$ cat src/rtl/kbc_pkg.sv
package kbc_pkg;
  // Load strobes passed from control to datapath
  typedef struct packed {
    logic loadIn;
    logic loadOut;
    logic loadPort;
  } dpStrobes_t;
endpackage

$ cat src/rtl/kbc_ctrl.sv
module kbc_ctrl
  import kbc_pkg::*;
(
  input  logic       clk,
  input  logic       rstN,
  input  logic       hostWr,
  input  logic       hostRd,
  input  logic       hostA2,
  input  logic       ctlRdIn,
  input  logic       ctlWrOut,
  input  logic       ctlPortWr,
  input  logic       ctlFlagEn,
  output dpStrobes_t strobes,
  output logic       ibf,
  output logic       obf,
  output logic       flagMode
);
  logic clrIbf, clrObf;

  always_comb begin
    strobes.loadIn   = hostWr;
    strobes.loadOut  = ctlWrOut;
    strobes.loadPort = ctlPortWr;
    clrIbf = ctlRdIn && !hostWr;
    clrObf = hostRd && !hostA2 && !ctlWrOut;
  end

  always_ff @(posedge clk) begin
    if (!rstN) begin
      ibf      <= 1'b0;
      obf      <= 1'b0;
      flagMode <= 1'b0;
    end else begin
      if (hostWr)      ibf <= 1'b1;
      else if (clrIbf) ibf <= 1'b0;
      if (ctlWrOut)    obf <= 1'b1;
      else if (clrObf) obf <= 1'b0;
      if (ctlFlagEn)   flagMode <= 1'b1;
    end
  end


  ibf_set_chk: assert property (@(posedge clk) disable iff (!rstN)
    hostWr |=> ibf);

  ibf_clr_chk: assert property (@(posedge clk) disable iff (!rstN)
    (ctlRdIn && !hostWr) |=> !ibf);

  obf_set_chk: assert property (@(posedge clk) disable iff (!rstN)
    ctlWrOut |=> obf);

  status_rd_chk: assert property (@(posedge clk) disable iff (!rstN)
    (hostRd && hostA2 && !hostWr && !ctlWrOut && !ctlRdIn)
      |=> (ibf == $past(ibf)) && (obf == $past(obf)));

  flag_sticky_chk: assert property (@(posedge clk) disable iff (!rstN)
    flagMode |=> flagMode);
endmodule

$ cat src/rtl/kbc_datapath.sv
module kbc_datapath
  import kbc_pkg::*;
#(
  parameter int DATA_W = 8
) (
  input  logic              clk,
  input  logic              rstN,
  input  dpStrobes_t        strobes,
  input  logic              hostA2,
  input  logic [DATA_W-1:0] hostWrData,
  input  logic [DATA_W-1:0] ctlOutData,
  input  logic [1:0]        ctlPortData,
  input  logic              ibf,
  input  logic              obf,
  input  logic              flagMode,
  output logic [DATA_W-1:0] hostRdData,
  output logic [DATA_W-1:0] ctlInData,
  output logic              ctlInCmd,
  output logic [DATA_W-1:0] statusByte,
  output logic              kbdIrq,
  output logic              mouseIrq
);
  localparam int OBF_POS = 0;
  localparam int IBF_POS = 1;
  localparam int CMD_POS = 3;

  logic [DATA_W-1:0] inReg, outReg;
  logic              cmdReg;
  logic [1:0]        portReg;

  always_ff @(posedge clk) begin
    if (!rstN) begin
      inReg   <= '0;
      outReg  <= '0;
      cmdReg  <= 1'b0;
      portReg <= 2'b00;
    end else begin
      if (strobes.loadIn) begin
        inReg  <= hostWrData;
        cmdReg <= hostA2;
      end
      if (strobes.loadOut)  outReg  <= ctlOutData;
      if (strobes.loadPort) portReg <= ctlPortData;
    end
  end

  always_comb begin
    statusByte          = '0;
    statusByte[OBF_POS] = obf;
    statusByte[IBF_POS] = ibf;
    statusByte[CMD_POS] = cmdReg;
  end

  assign hostRdData = hostA2 ? statusByte : outReg;
  assign ctlInData  = inReg;
  assign ctlInCmd   = cmdReg;
  assign kbdIrq     = flagMode ? (portReg[0] & obf)  : portReg[0];
  assign mouseIrq   = flagMode ? (portReg[1] & ~ibf) : portReg[1];


  cmd_latch_chk: assert property (@(posedge clk) disable iff (!rstN)
    strobes.loadIn |=> (ctlInCmd == $past(hostA2)) && (ctlInData == $past(hostWrData)));

  kbd_gate_chk: assert property (@(posedge clk) disable iff (!rstN)
    (flagMode && !obf) |-> !kbdIrq);

  mouse_gate_chk: assert property (@(posedge clk) disable iff (!rstN)
    (flagMode && ibf) |-> !mouseIrq);
endmodule

$ cat src/rtl/kbc_mailbox.sv
module kbc_mailbox
  import kbc_pkg::*;
#(
  parameter int DATA_W = 8
) (
  input  logic              clk,
  input  logic              rstN,
  input  logic              hostA2,
  input  logic              hostWr,
  input  logic              hostRd,
  input  logic [DATA_W-1:0] hostWrData,
  output logic [DATA_W-1:0] hostRdData,
  input  logic              ctlRdIn,
  output logic [DATA_W-1:0] ctlInData,
  output logic              ctlInCmd,
  input  logic              ctlWrOut,
  input  logic [DATA_W-1:0] ctlOutData,
  input  logic              ctlPortWr,
  input  logic [1:0]        ctlPortData,
  input  logic              ctlFlagEn,
  output logic [DATA_W-1:0] ctlStatus,
  output logic              kbdIrq,
  output logic              mouseIrq
);
  dpStrobes_t strobes;
  logic ibf, obf, flagMode;

  kbc_ctrl ctrl_i (
    .clk(clk), .rstN(rstN), .hostWr(hostWr), .hostRd(hostRd), .hostA2(hostA2),
    .ctlRdIn(ctlRdIn), .ctlWrOut(ctlWrOut), .ctlPortWr(ctlPortWr),
    .ctlFlagEn(ctlFlagEn), .strobes(strobes), .ibf(ibf), .obf(obf),
    .flagMode(flagMode)
  );

  kbc_datapath #(.DATA_W(DATA_W)) dp_i (
    .clk(clk), .rstN(rstN), .strobes(strobes), .hostA2(hostA2),
    .hostWrData(hostWrData), .ctlOutData(ctlOutData), .ctlPortData(ctlPortData),
    .ibf(ibf), .obf(obf), .flagMode(flagMode), .hostRdData(hostRdData),
    .ctlInData(ctlInData), .ctlInCmd(ctlInCmd), .statusByte(ctlStatus),
    .kbdIrq(kbdIrq), .mouseIrq(mouseIrq)
  );


  reset_irq_chk: assert property (@(posedge clk)
    !rstN |=> (!kbdIrq && !mouseIrq && ctlStatus == '0));
endmodule

$ cat config.mk
export PLATFORM = sky130hd
export DESIGN_NAME = kbc_mailbox
export DESIGN_NICKNAME = d
export VERILOG_FILES = /design/src/rtl/kbc_pkg.sv /design/src/rtl/kbc_ctrl.sv /design/src/rtl/kbc_datapath.sv /design/src/rtl/kbc_mailbox.sv
export SDC_FILE = /design/constraint.sdc
export NUM_CORES = 1
export LEC_CHECK = 0
export BUFFER_PORTS_ARGS = -buffer_cell sky130_fd_sc_hd__buf_2
export CAP_MARGIN = 15
export CELL_PAD_IN_SITES_DETAIL_PLACEMENT = 2
export CELL_PAD_IN_SITES_GLOBAL_PLACEMENT = 2
export CORE_MARGIN = 3
export CORE_UTILIZATION = 27
export DETAILED_ROUTE_END_ITERATION = 7
export GPL_TIMING_DRIVEN = 0
export PLACE_DENSITY = 0.86
export SLEW_MARGIN = 40
export SYNTH_ARGS = -nofsm -noshare
export SYNTH_HDL_FRONTEND = slang
export SYNTH_HIERARCHICAL = 1
export SYNTH_SLANG_ARGS = --single-unit
$ cat constraint.sdc
create_clock -name clk -period 1.6 [get_ports clk]
set_clock_uncertainty 0.05 [all_clocks]
set_input_delay 0.48 -clock clk [delete_from_list [all_inputs] [get_ports clk]]
set_output_delay 0.48 -clock clk [all_outputs]
set_load 0.005 [all_outputs]
### Word-level counts from Yosys, hierarchy flattened

Index checks and enable logic that the tools add are counted.

| operators by class | value |
|---|---|
| reduce and logical (&&, ||, !) cells | 8 |
| bitwise operators | 3 |
| mux-type cells | 7 |

Operator list:

| cell | number |
|---|---|
| 8-bit two-way mux | 1 |
| 1-bit two-way mux | 6 |
| 2-bit nonzero test | 2 |
| 1-bit logical AND | 3 |
| 1-bit zero test | 3 |
| 1-bit AND | 2 |
| 1-bit NOT | 1 |

| word-level totals | value |
|---|---|
| word-level logic and storage cells | 25 |
| register bits | 22 |
| output and inout bits | 27 |

### Logic depth before layout (Yosys ltp)

Gate-level depths: netlist of run 1.

| logic depth | value |
|---|---|
| depth after elaboration | 5 |
| gate-level depth with buffers | 4 |

### Cells and area by module

The synthesis of run 1 kept the hierarchy.

Modules (own cells, without submodules):

| module | area each (sq um) | cells each | instances |
|---|---|---|---|
| kbc_datapath | 894.6 | 81 | 1 |
| kbc_ctrl | 127.6 | 12 | 1 |

### Worst setup path before layout of run 1

No wires, ideal clock.

| path | value |
|---|---|
| path type | in2out |
| start point | in hostA2 |
| end point | out hostRdData[0] |
| setup slack | 0.182 ns |
| cell stages on the path | 2 |
| arrival | 0.888 ns |
| data required time | 1.070 ns |
| cell sequence | buf_6 mux2_4 |

| on the way | value |
|---|---|
| longest elaborated chain between the ends | 1 |

Ends and longest elaborated chain:

| what | RTL line | RTL |
|---|---|---|
| start: declaration | kbc_mailbox.sv:8 | `input logic hostA2,` |
| 8-bit two-way mux | kbc_datapath.sv:54 | `assign hostRdData = hostA2 ? statusByte : outReg;` |
| end: declaration | kbc_mailbox.sv:12 | `output logic [DATA_W-1:0] hostRdData,` |

No other way between the ends.

### Worst setup path in the final report of run 1

Ends and elaborated chain as after synthesis.

==> results of run 1 <==
area by class of cell:
cell class	count	area share
repair buffers	48	0.187
multi-input cells	59	0.326
plain buffers	15	0.0907
flip-flops and latches	22	0.304
inverters	1	0.00259
clock buffers	3	0.0285
well taps	46	0.0397
clock inverters	1	0.0207
power by group through the flow:
stage,logic [mW],clock network [mW],registers (mW)
floorplan,0.120,0,0.610
global placement,0.197,0,0.611
detailed placement,0.206,0,0.613
CTS,0.223,0.528,0.601
global route,0.244,0.544,0.606
finish,0.219,0.508,0.600
path summary, 6_finish.rpt:
check	start	end	slack (ns)	depth (start not counted)
setup / recovery	hostA2	hostRdData[0]	-0.05	4
hold / removal	ctlFlagEn	ctrl_i/flagMode	0.36	2
hold reg to reg	ctrl_i/flagMode	ctrl_i/flagMode	0.44	1
setup reg to reg	ctrl_i/ibf	ctrl_i/ibf	0.83	2
kinds of logic (layout without fill, tap and decap cells):
family	Yosys count	after routing	synth area share
simple gates	27	27	0.173
mux	22	22	0.230
flops	22	22	0.431
buf+inv	16	68	0.129
compound gates	5	5	0.0343
other cells	1	5	0.00367
registers in the layout, indices dropped and copies added (netlist names):
| name | flops |
|---|---|
| dp_i/ctlInData | 8 |
| ctrl_i/ibf | 1 |
| dp_i/outReg | 8 |
| dp_i/portReg | 2 |
| ctrl_i/obf | 1 |
| ctrl_i/flagMode | 1 |
| dp_i/ctlInCmd | 1 |
worst max-delay path: stages:
cell	delay [ns]
buf_8	0.10
buf_8	0.12
mux2_4	0.30
buf_6	0.11
timing repair:
item                       CTS  global route
hold buffers                 0             0
pin swaps                    0             0
hold endpoints to repair     0             0
gates cloned                 1             0
buffers inserted             1             0
setup endpoints to repair    3             5
gates resized for setup      8             3
cells in the mapped netlist:
cell	n	area [sq um]
conb_1	1	3.75
nor2b_1	23	144
nor3b_1	1	7.51
buf_6	4	45.0
nor2_1	1	3.75
dfxtp_1	22	440
a21boi_0	2	15.0
buf_4	11	82.6
o21a_1	2	15.0
mux2_4	3	45.0
mux2i_1	19	190
nor2b_4	1	13.8
inv_1	1	3.75
o21ai_0	1	5.00
and2b_1	1	7.51
through the flow:
| step | setup TNS [ns] | cell area, sq um |
|---|---|---|
| floorplan | 0 | 1040 |
| detailed placement | -0.239 | 1330 |
| global route | -0.183 | 1450 |
| global placement | -0.220 | 1330 |
| CTS | -0.146 | 1450 |
| finish | -0.139 | 1450 |
layer usage:
metal,routed length [um],global-route usage
met5,0,0
met4,0,0.0228
met3,236,0.0250
met2,1350,0.225
met1,1030,0.128
==> flow_summary.toml, run 1 <==
[pwr]
switchingPower_mw = 0.277
power.internal_mw = 1.05
p_total_mw = 1.33
power_frac_comb = 0.165
seqPwrFrac = 0.453
power_frac_clock = 0.383
peakVddDrop_v = 0.000274
p_leak_nw = 0.746
p_sw_frac = 0.209
power_density_mw_per_mm2 = 916

[route]
detailedRoute.firstIterationViolations = 12
drc = 0
via_per_inst = 4.15
avgRoutedWirePerCell_um = 13.4
drtPass1Iterations = 2
antenna_left = 0
vias = 810
wirelength_um = 2610

[sta]
setup_viol = 3
finalWorstPathRequiredPeriod_ns = 1.65
final-hold-violation-count = 0
fin_hold_ws_ns = 0.363
fmax_mhz = 607
rsz0062_at_grt = "yes"
post-route-period-util = 1.03
fin_ws_ns = -0.0478
final-max-slew-violation-count = 0

[yosys]
synth.cell_area_sq_mm = 0.00102
netlist_instances = 93
syn_area_per_cell_sq_um = 11.0
ys_ff_latch = 22
ys_types = 15
yosysWarningCount = 6
synth-seq-area-share = 0.431

[global_route]
grt_pass1_wl_um = 3960
grt_max_degree = 14
grt_pass1_vias = 873
grt_antenna_before_repair = 0
grtUsageTotal = 0.116
overflow = 0

[layout]
multiInputGateArea_sq_um = 473
antenna_cells = 0
drive_above_1_share = 0.483
fillers = 384
final_cells = 195
area.growth.synth_to_final_pct = 41.7
nets = 177
fin_util = 0.415
seqCellArea_sq_um = 440
final_cell_mix = "buf_2, dfxtp_1, nor2b_1"
final_common_cell = "buf_2"

[min_path]
min-delay-path-class = "in -> reg"

[clock_tree]
clk_path_buf_depth = 2
root_buffer = "clkbuf_8"
clock-sinks = 22
cts_tree = "done"
clk_pin_slew_ns = 0.08
clock_latency_ns = 0.26
cts_buffers = 3
htree_levels = 1

[critical_path]
required_ns = 1.07
worstSetupPathType = "in -> out"
crit_path_start_kind = "input pin"
worst-path-max-fanout = 5
arrival_ns = 1.12
endpoint_kind = "output pin"

[floorplan]
dieArea_sq_mm = 0.00456
pin_count = 54
num_rows = 21
core_area_sq_mm = 0.00349
die_h_um = 67.5
die_x_um = 67.5
initial_core_util = 0.293

[placed_design]
pre_cts_ws_ns = -0.0849
place_inst = 190
port-buffer-count = 47
dp_hpwl_um = 2030
place.gp.congestion = 0.655

[run_status]
violations = "setup timing"
status = "finished with violations"

[run]
cap_violations = 0
Power figures use the tool's default switching activity.
==> inputs of run 2 (changes only) <==
--- a/config.mk
+++ b/config.mk
@@ -13,7 +13,8 @@
 export CORE_UTILIZATION = 27
 export DETAILED_ROUTE_END_ITERATION = 7
 export GPL_TIMING_DRIVEN = 0
-export PLACE_DENSITY = 0.86
+export MAX_ROUTING_LAYER = met4
+export PLACE_DENSITY_LB_ADDON = 0.1
 export SLEW_MARGIN = 40
 export SYNTH_ARGS = -nofsm -noshare
 export SYNTH_HDL_FRONTEND = slang
==> flow_summary.toml, run 2 (same netlist as run 1, synthesis figures left out) <==
[pwr]
power.internal_mw = 0.880
p_total_mw = 1.15
switchingPower_mw = 0.269
power_density_mw_per_mm2 = 820
peakVddDrop_v = 0.000239
p_leak_nw = 0.726
p_sw_frac = 0.234
power_frac_clock = 0.294
seqPwrFrac = 0.522
power_frac_comb = 0.184

[layout]
antenna_cells = 0
final_cell_mix = "buf_2, nor2b_1, dfxtp_1"
drive_above_1_share = 0.473
area.growth.synth_to_final_pct = 37.0
final_common_cell = "buf_2"
stdcell_area_sq_mm = 0.00140
nets = 177
final_cells = 194

[global_route]
grt_pass1_vias = 872
grt_max_degree = 14
grtUsageTotal = 0.120
grt_antenna_before_repair = 0
overflow = 0
grt_pass1_wl_um = 3940

[route]
wl_met2_um = 1140
wirelength_um = 2410
wl_met3_um = 170
detailedRoute.firstIterationViolations = 21
via_per_inst = 4.15
antenna_left = 0
vias = 805
drc = 0
drtPass1Iterations = 2
m1WireLength_um = 1090
avgRoutedWirePerCell_um = 12.4
top_layer = "met4"

[placed_design]
place.gp.congestion = 0.620
port-buffer-count = 47
dp_hpwl_um = 1830
placed_area_sq_mm = 0.00133
place_inst = 190

[critical_path]
crit_buf_inv = 2
crit_family = "multiplexers"
endpoint_kind = "output pin"
crit_path_start_kind = "input pin"
r2r_setup_slack_ns = 0.83
crit_top_cell = "buf_6"
max_stage_delay_ns = 0.31
worstSetupPathType = "in -> out"
worst-path-max-fanout = 6
slowest_stage = "mux2_4"
arrival_ns = 1.02
cp_cell_sequence = "buf_6 > mux2_4 > buf_6"
required_ns = 1.07

[run_status]
status = "finished clean"

[sta]
fin_hold_ws_ns = 0.363
final-hold-violation-count = 0
rsz0062_at_grt = "no"
setup_viol = 0
fmax_mhz = 645
finalWorstPathRequiredPeriod_ns = 1.55
setup_tns_ns = 0
final-max-slew-violation-count = 0
post-route-period-util = 0.968

[run]
cap_violations = 0

[clock_tree]
root_buffer = "clkbuf_8"
clk_path_buf_depth = 2
clock-sinks = 22
cts_tree = "done"
clk_pin_slew_ns = 0.08
clock_latency_ns = 0.26
htree_levels = 1
cts_buffers = 3

[min_path]
min-delay-path-class = "in -> reg"

[floorplan]
core_area_sq_mm = 0.00349
initial_core_util = 0.293
dieArea_sq_mm = 0.00456
pin_count = 54
num_rows = 21
die_h_um = 67.5
die_x_um = 67.5
[run 2: cell types whose count changed in the layout (fill, tap and decap cells not counted)]
cell,delta
buf_8,-2
buf_4,+1
buf_6,+1
bufinv_16,-1
nor2b_1,+1
nor2b_4,-1
[run 2: cell type report]
cell class / count / area (sq um)
Clock buffer: 3 / 41.3
Multi-Input combinational cell: 59 / 465
Sequential cell: 22 / 440
Buffer: 14 / 116
Fill cell: 381 / 2090
Timing Repair Buffer: 49 / 275
Inverter: 1 / 3.75
Tap cell: 46 / 57.6
[run 2: through the flow]
stage	utilization	setup WS, ns
final	0.401	0.0507
after global routing	0.401	0.00588
after CTS	0.404	-0.0507
after detailed placement	0.381	-0.0841
after global placement	0.381	-0.0787
after floorplan	-	0.182
[run 2: repair_timing]
item                       in CTS  in global routing
pin swaps                       0                  0
setup endpoints to repair       3                  8
hold buffers                    0                  0
buffers inserted                2                  0
resized for setup               4                  0
[run 2: path summary, 6_finish.rpt]
check,start,endpoint,depth (start not counted)
hold reg to reg,ctrl_i/flagMode,ctrl_i/flagMode,1
hold / removal,ctlFlagEn,ctrl_i/flagMode,2
setup / recovery,hostA2,hostRdData[1],3
setup reg to reg,ctrl_i/ibf,ctrl_i/ibf,2
[run 2: metal layers]
layer	global-route usage	vias to the layer above
met5	-	-
met4	0.0456	0
met3	0.0266	2
met2	0.203	32
met1	0.137	375
li1	-	396
[run 2: power by group through the flow]
| stage | clock network (mW) | registers, mW | logic [mW] |
|---|---|---|---|
| 3_3_place_gp | 0 | 0.611 | 0.199 |
| 5_1_grt | 0.375 | 0.604 | 0.238 |
| 6_report | 0.337 | 0.600 | 0.211 |
| 2_1_floorplan | 0 | 0.610 | 0.120 |
| 3_5_place_dp | 0 | 0.612 | 0.205 |
| 4_1_cts | 0.357 | 0.600 | 0.219 |
==> inputs of run 3 (changes only) <==
--- a/config.mk
+++ b/config.mk
@@ -14,7 +14,7 @@
 export DETAILED_ROUTE_END_ITERATION = 7
 export GPL_TIMING_DRIVEN = 0
 export MAX_ROUTING_LAYER = met4
-export PLACE_DENSITY_LB_ADDON = 0.1
+export PLACE_DENSITY_LB_ADDON = 0.2
 export SLEW_MARGIN = 40
 export SYNTH_ARGS = -nofsm -noshare
 export SYNTH_HDL_FRONTEND = slang
==> flow_summary.toml, run 3 (same netlist as run 1, synthesis figures left out) <==
[sta]
final-max-slew-violation-count = 0
final-hold-violation-count = 0
post-route-period-util = 0.967
rsz0062_at_grt = "no"
setup_viol = 0
finalWorstPathRequiredPeriod_ns = 1.55
setup_tns_ns = 0
fmax_mhz = 647

[critical_path]
arrival_ns = 1.02
crit_path_start_kind = "input pin"
worstSetupPathType = "in -> out"
max_stage_delay_ns = 0.31
required_ns = 1.07
cp_cell_sequence = "buf_6 > mux2_4 > buf_6"
slowest_stage = "mux2_4"
worst-path-max-fanout = 6
endpoint_kind = "output pin"
crit_top_cell = "buf_6"

[global_route]
grt_antenna_before_repair = 0
grt_pass1_wl_um = 3890
grtUsageTotal = 0.120
grt_max_degree = 14
grt_pass1_vias = 823
overflow = 0

[pwr]
power_frac_comb = 0.174
switchingPower_mw = 0.277
power.internal_mw = 0.931
p_leak_nw = 0.731
power_density_mw_per_mm2 = 856
p_sw_frac = 0.229
power_frac_clock = 0.329
seqPwrFrac = 0.497
peakVddDrop_v = 0.000474

[floorplan]
die_x_um = 67.5
core_area_sq_mm = 0.00349
pin_count = 54
die_h_um = 67.5
num_rows = 21
dieArea_sq_mm = 0.00456
initial_core_util = 0.293

[clock_tree]
clk_pin_slew_ns = 0.08
root_buffer = "clkbuf_8"
clk_path_buf_depth = 2
clock-sinks = 22
clock_latency_ns = 0.26
cts_buffers = 3
cts_tree = "done"
holdBufCountCts = 0
htree_levels = 1

[layout]
antenna_cells = 0
nets = 176
final_cell_mix = "buf_2, nor2b_1, dfxtp_1"
drive_above_1_share = 0.480
final_common_cell = "buf_2"
fillers = 391
fin_util = 0.404
area.growth.synth_to_final_pct = 38.1

[route]
detailedRoute.firstIterationViolations = 11
via_per_inst = 4.12
antenna_left = 0
avgRoutedWirePerCell_um = 12.5
vias = 800
drtPass1Iterations = 2
drc = 0
wirelength_um = 2430

[placed_design]
dp_hpwl_um = 1930
place.gp.congestion = 0.582
port-buffer-count = 47

[run_status]
status = "finished clean"

[run]
cap_violations = 0

[min_path]
min-delay-path-class = "in -> reg"
[run 3: critical path, delay by kind of cell]
| family | cells | cell delay (ns) |
|---|---|---|
| mux | 1 | 0.31 |
| buf+inv | 2 | 0.23 |
[run 3: final timing paths]
kind                        start              end  slack [ns]  cells past startpoint
setup / recovery           hostA2    hostRdData[1]        0.05                      3
hold / removal          ctlFlagEn  ctrl_i/flagMode        0.37                      2
setup reg to reg       ctrl_i/ibf       ctrl_i/ibf        0.83                      2
hold reg to reg   ctrl_i/flagMode  ctrl_i/flagMode        0.45                      1
[run 3: per-stage QoR]
stage / total power [mW] / worst slack [ns] / cells / cell area, sq um / hold WS [ns]
2_1_floorplan: 0.730 / 0.182 / 97 / 1040 / 0.401
3_3_place_gp: 0.809 / -0.0843 / 190 / 1330 / 0.418
3_5_place_dp: 0.819 / -0.0957 / 190 / 1330 / 0.431
4_1_cts: 1.24 / -0.0475 / 195 / 1420 / 0.361
5_1_grt: 1.29 / 0.0311 / 194 / 1410 / 0.367
6_report: 1.21 / 0.0536 / 194 / 1410 / 0.366
[run 3: per-layer routing]
layer  GRT usage  vias up  part of all wire
met5           -        -                 0
met4      0.0304        0            0.0078
met3      0.0433        2             0.077
met2       0.205       32              0.51
met1       0.131      371              0.40
li1            -      395                 -
[run 3: cell type report]
cell class                 count  area (sq um)  share of cell area
buffer                        14           116              0.0824
multi-input combinational     59           465               0.330
inverter                       1          3.75             0.00266
tap                           46          57.6              0.0408
timing repair buffer          48           272               0.192
sequential                    22           442               0.313
clock buffer                   4          55.1              0.0390
[run 3: what timing repair did]
item | CTS | global route
resized for setup | 5 | 3
endpoints found under the setup margin | 3 | 9
setup buffers | 1 | 0
[run 3: power by group through the flow]
stage / clock [mW] / combinational [mW] / sequential, mW
2_1_floorplan: 0 / 0.120 / 0.610
3_3_place_gp: 0 / 0.198 / 0.611
3_5_place_dp: 0 / 0.206 / 0.614
4_1_cts: 0.416 / 0.219 / 0.601
5_1_grt: 0.450 / 0.235 / 0.606
6_report: 0.398 / 0.210 / 0.600
